<file path="config.mk">
export PLATFORM = sky130hd
export DESIGN_NAME = simd_pmul_unit
export DESIGN_NICKNAME = d
export VERILOG_FILES = /design/src/rtl/simd_pkg.sv /design/src/rtl/simd_halfmul.sv /design/src/rtl/simd_bytelane.sv /design/src/rtl/simd_pmul_unit.sv
export SDC_FILE = /design/constraint.sdc
export NUM_CORES = 2
export LEC_CHECK = 0
export ABC_CLOCK_PERIOD_IN_PS = 1600
export BUFFER_PORTS_ARGS = -buffer_cell sky130_fd_sc_hd__buf_2
export CAP_MARGIN = 20
export CORE_MARGIN = 2
export CORE_UTILIZATION = 45
export DETAILED_ROUTE_END_ITERATION = 10
export PLACE_DENSITY_LB_ADDON = 0.25
export SLEW_MARGIN = 20
export SYNTH_ARGS = -nofsm -noshare
export SYNTH_HDL_FRONTEND = slang
export SYNTH_HIERARCHICAL = 1
export SYNTH_SLANG_ARGS = --single-unit
</file>
<file path="constraint.sdc">
create_clock -name clk -period 1.6 [get_ports clk]
set_input_delay 0.16 -clock clk [delete_from_list [all_inputs] [get_ports clk]]
set_output_delay 0.16 -clock clk [all_outputs]
set_load 0.005 [all_outputs]
</file>
<file path="src/rtl/simd_pkg.sv">
package simd_pkg;

  localparam int unsigned WORD_W = 32;
  localparam int unsigned BYTE_W = 8;
  localparam int unsigned OP_W   = 4;

  typedef enum logic [OP_W-1:0] {
    OP_MUL_LL  = 4'h0,
    OP_MUL_HH  = 4'h1,
    OP_MUL_LH  = 4'h2,
    OP_MUL_HL  = 4'h3,
    OP_QMULU   = 4'h4,
    OP_QABSD   = 4'h5,
    OP_FMUL_LL = 4'h8,
    OP_FMUL_HH = 4'h9,
    OP_FMUL_LH = 4'hA,
    OP_FMUL_HL = 4'hB
  } simd_op_e;

endpackage

</file>
<file path="src/rtl/simd_halfmul.sv">
// Signed halfword multiplier with operand selection and optional Q15 doubling.
module simd_halfmul #(
  parameter int unsigned WORD_W = simd_pkg::WORD_W
) (
  input  logic [WORD_W-1:0] src1,
  input  logic [WORD_W-1:0] src2,
  input  logic              take_hi1,
  input  logic              take_hi2,
  input  logic              frac,
  output logic [WORD_W-1:0] prod,
  output logic              sat
);
  localparam int unsigned HALF_W = WORD_W / 2;

  logic signed [HALF_W-1:0] opa;
  logic signed [HALF_W-1:0] opb;
  logic signed [WORD_W-1:0] raw;
  logic        [WORD_W-1:0] dbl;
  logic        [WORD_W-1:0] ovf_val;
  logic        [WORD_W-1:0] max_pos;

  always_comb begin
    opa     = take_hi1 ? src1[WORD_W-1:HALF_W] : src1[HALF_W-1:0];
    opb     = take_hi2 ? src2[WORD_W-1:HALF_W] : src2[HALF_W-1:0];
    raw     = opa * opb;
    dbl     = {raw[WORD_W-2:0], 1'b0};
    // Only (-1.0)*(-1.0) produces this raw product; doubling it overflows.
    ovf_val = {2'b01, {(WORD_W-2){1'b0}}};
    max_pos = {1'b0, {(WORD_W-1){1'b1}}};
    sat     = frac && (raw == ovf_val);
    if (!frac)    prod = raw;
    else if (sat) prod = max_pos;
    else          prod = dbl;
  end

endmodule

</file>
<file path="src/rtl/simd_bytelane.sv">
// One byte lane: unsigned product and absolute difference.
module simd_bytelane #(
  parameter int unsigned BYTE_W = simd_pkg::BYTE_W
) (
  input  logic [BYTE_W-1:0]   a,
  input  logic [BYTE_W-1:0]   b,
  output logic [2*BYTE_W-1:0] prod,
  output logic [BYTE_W-1:0]   absd
);
  logic [BYTE_W:0] diff;

  always_comb begin
    prod = a * b;
    diff = {1'b0, a} - {1'b0, b};
    absd = diff[BYTE_W] ? (b - a) : diff[BYTE_W-1:0];
  end

endmodule

</file>
<file path="src/rtl/simd_pmul_unit.sv">
module simd_pmul_unit #(
  parameter int unsigned WORD_W = simd_pkg::WORD_W,
  parameter int unsigned BYTE_W = simd_pkg::BYTE_W
) (
  input  logic                  clk,
  input  logic                  rst_n,
  input  logic                  issue_vld,
  input  logic [3:0]            opcode,
  input  logic [WORD_W-1:0]     src1,
  input  logic [WORD_W-1:0]     src2,
  input  logic                  sat_clr,
  output logic [2*WORD_W-1:0]   res,
  output logic                  res_vld,
  output logic                  sat_flag
);
  import simd_pkg::*;

  localparam int unsigned LANES = WORD_W / BYTE_W;
  localparam int unsigned RES_W = 2 * WORD_W;

  logic [WORD_W-1:0] hm_prod;
  logic              hm_sat;
  logic              take_hi1;
  logic              take_hi2;
  logic              is_frac;
  logic [RES_W-1:0]  qmul_word;
  logic [WORD_W-1:0] qabs_word;

  logic [RES_W-1:0]  res_d,  res_q;
  logic              vld_d,  vld_q;
  logic              sat_d,  sat_q;
  logic              sat_hit;

  // Halfword pairing from opcode[1:0]: 00 low/low, 01 high/high,
  // 10 low(src1)/high(src2), 11 high(src1)/low(src2).
  always_comb begin
    take_hi1 = (opcode[1:0] == 2'b01) || (opcode[1:0] == 2'b11);
    take_hi2 = (opcode[1:0] == 2'b01) || (opcode[1:0] == 2'b10);
    is_frac  = opcode[3];
  end

  simd_halfmul #(.WORD_W(WORD_W)) u_hmul (
    .src1     (src1),
    .src2     (src2),
    .take_hi1 (take_hi1),
    .take_hi2 (take_hi2),
    .frac     (is_frac),
    .prod     (hm_prod),
    .sat      (hm_sat)
  );

  for (genvar k = 0; k < LANES; k++) begin : g_lane
    simd_bytelane #(.BYTE_W(BYTE_W)) u_lane (
      .a    (src1[k*BYTE_W +: BYTE_W]),
      .b    (src2[k*BYTE_W +: BYTE_W]),
      .prod (qmul_word[k*2*BYTE_W +: 2*BYTE_W]),
      .absd (qabs_word[k*BYTE_W +: BYTE_W])
    );
  end

  // Next-state logic
  always_comb begin
    res_d   = '0;
    sat_hit = 1'b0;
    case (simd_op_e'(opcode))
      OP_MUL_LL, OP_MUL_HH, OP_MUL_LH, OP_MUL_HL:
        res_d = {{WORD_W{1'b0}}, hm_prod};
      OP_FMUL_LL, OP_FMUL_HH, OP_FMUL_LH, OP_FMUL_HL: begin
        res_d   = {{WORD_W{1'b0}}, hm_prod};
        sat_hit = hm_sat;
      end
      OP_QMULU: res_d = qmul_word;
      OP_QABSD: res_d = {{WORD_W{1'b0}}, qabs_word};
      default:  res_d = '0;
    endcase
    vld_d = issue_vld;
    sat_d = (sat_q && !sat_clr) || (issue_vld && sat_hit);
  end

  // Registers
  always_ff @(posedge clk or negedge rst_n) begin
    if (!rst_n) begin
      res_q <= '0;
      vld_q <= 1'b0;
      sat_q <= 1'b0;
    end else begin
      if (issue_vld) res_q <= res_d;
      vld_q <= vld_d;
      sat_q <= sat_d;
    end
  end

  assign res      = res_q;
  assign res_vld  = vld_q;
  assign sat_flag = sat_q;

endmodule

</file>
==> flow_summary.toml <==
[critical_path]
path_max_fanout = 8
critPathRequiredTime_ps = 1880
cpPeakStageDelay_ps = 660
end_kind = "flop"
worst_setup_path_start_kind = "input pin"
r2r_slack_ps = 850
reg2reg_depth = 2
cp_common_cell = "fa_1"
arrival_ps = 7940
worstSetupPathType = "input pin to flop"
crit_end = "res[12]"
crit_path_start = "opcode[1]"
r2r-end = "res[24]"
crit_slowest_cell = "or4_4"
r2r_start = "res[24]"

[synthesis]
synth-async-reset-ratio = 1.000
ys_ff_latch = 66
syn_area_per_cell_um2 = 8.580
synth_edf_count = 0
synth_fp_nets = 3778
ys_types = 86
yosys_most_used_dff = "dfrtp_1"
synthCells = 2970
ys_seq_area_frac = 0.06481
syn_area_um2 = 25480
ys_warn_count = 6

[timing]
drv_slew = 0
fmaxAchievable_mhz = 130.7
relSlewSlack = 0.3106
min_period_ps = 7652
finalHoldViolCount = 0
grt_setup_unrepaired = "true"
layout_setup_ws_ps = -6052
fin_crit_sh = 4.782
finalSetupViolations = 59
skew_ps = 0
fin_tns_setup_ps = -241620
tightest_slew_ps = 1027

[clocking]
clk_pin_slew_ps = 70
cts_tree = "done"
clockBufferDepth = 2
clk_latency_ps = 360
ctsHtreeMaxLevel = 3
clock_sinks = 66
cts_buffers = 9
clockRootBuffer = "clkbuf_16"

[cells_and_area]
final_cell_mix = "buf_4, inv_1, fa_1, nand2_1, ha_1"
drive_above_1_share = 0.3798
fillers = 4665
layout_commonest_cell = "buf_4"
multi_input_area_um2 = 23810
fin_nets = 4645
final-seq-area_um2 = 1652
area_growth_pct = 44.00

[route]
wire_per_inst_um = 21.50
drc_errors = 0
dr.pass1.iters = 6
vias = 24880
final_antenna_net_count = 0
first_iter_violations = 1828
via_per_inst = 5.409
drt-total-wl_um = 98880

[global_routing]
grt_overflow = 0
grt_pass1_vias = 26030
antenna_found_initial = 2
grt_util_all_layers = 0.3361
grt_pass1_wl_um = 150700
grt_max_degree = 59

[min_path]
hold_path_class = "input pin to flop"

[outcome]
violations = "setup timing"
outcome = "complete, but fails checks"

[die]
die_x_um = 242.0
io_pins = 138
fp.coreArea_um2 = 56170
fp.dieH_um = 242.0
initial_core_util = 0.4537
die_area_um2 = 58550
fp-row-count = 87

[flow_run]
cap_violations = 0

[placed_design]
gp_congestion = 1.002
io_buffers = 137
dp_hpwl_um = 80200
area by class of cell:
class	instances	area share
multi-input cells	2233	0.6488
repair buffers	931	0.2078
inverters	596	0.06353
flip-flops and latches	66	0.04501
well taps	756	0.02578
clock buffers	10	0.006513
clock inverters	6	0.002455
diodes	2	0.0001364
cell usage after synthesis, types with 15 or more instances:
cell type	instances	share of area
a21o_1	27	0.0080
a21oi_1	96	0.019
a221oi_2	28	0.016
a31oi_1	22	0.0054
and2_1	32	0.0079
clkbuf_1	54	0.0080
dfrtp_1	66	0.065
fa_1	414	0.33
ha_1	322	0.16
inv_1	596	0.088
mux2_2	33	0.015
mux2i_1	50	0.020
nand2_1	316	0.047
nand2b_1	22	0.0054
nand3_1	48	0.0094
nor2_1	302	0.044
nor2b_1	49	0.012
nor3_1	15	0.0029
o21a_1	19	0.0056
o21ai_0	87	0.017
o22ai_1	37	0.0091
xnor2_1	64	0.022
xor2_1	31	0.011
worst min path at each step:
stage / startpoint / to / cells after the start
floorplan: rst_n / res[0] / 0
global placement: rst_n / sat_flag / 1
detailed placement: rst_n / res_vld / 1
CTS: issue_vld / res[60] / 2
global route: issue_vld / res[58] / 2
finish: issue_vld / res[60] / 2
cell families (layout without fill, tap and decap cells):
logic type               after synthesis  in the layout  share of synthesized area
other                                  0              2                          0
AND/OR/NAND/NOR                      864            865                     0.1525
buffers and inverters                678           1543                     0.1029
multiplexers                          83             89                    0.03422
flip-flops                            66             66                    0.06481
adder cells (fa/ha/maj)              736            736                     0.4834
XOR/XNOR                              95             95                    0.03265
AO/OA/AOI/OAI                        448            448                     0.1296
worst max-delay path, delay by kind of cell:
family                   cells  cell delay, ps
AND/OR/NAND/NOR              7            1770
adder cells (fa/ha/maj)      8            3380
AO/OA/AOI/OAI                6             880
buffers and inverters        8            1210
XOR/XNOR                     1             150
multiplexers                 1             350
registers in the layout, summed over array words and instances, names as in the netlist:
| signal | flops |
|---|---|
| res_vld | 1 |
| res | 64 |
| sat_flag | 1 |
stage by stage:
step / hold WS [ps] / cell area, um^2 / setup WS [ps] / utilization / cells
after global placement: 105.3 / 32670 / -6934 / 0.5816 / 4447
after global routing: 189.7 / 36690 / -6206 / 0.6533 / 4600
final: 177.8 / 36690 / -6052 / 0.6533 / 4600
after floorplan: -135.6 / 26330 / -5828 / - / 2970
after detailed placement: 110.7 / 32670 / -6951 / 0.5816 / 4447
after CTS: 169.7 / 35790 / -5975 / 0.6371 / 4566
layer usage:
metal | GRT usage | vias up | wire, um
li1 | - | 11270 | -
met1 | 0.4601 | 12430 | 41920
met2 | 0.5228 | 956 | 44410
met3 | 0.05605 | 225 | 7443
met4 | 0.1532 | 0 | 5111
met5 | 0 | - | 0
repair_timing:
action	in CTS	in global routing
setup endpoints to repair	61	65
hold buffers	2	0
setup buffers	100	39
pin swaps	173	158
endpoints found under the hold margin	26	0
gates resized for setup	404	157
cloned	14	0
Power is left out: the tool's default activity adds up to more than one toggle a clock period on the data nets, which glitch-free logic cannot reach.
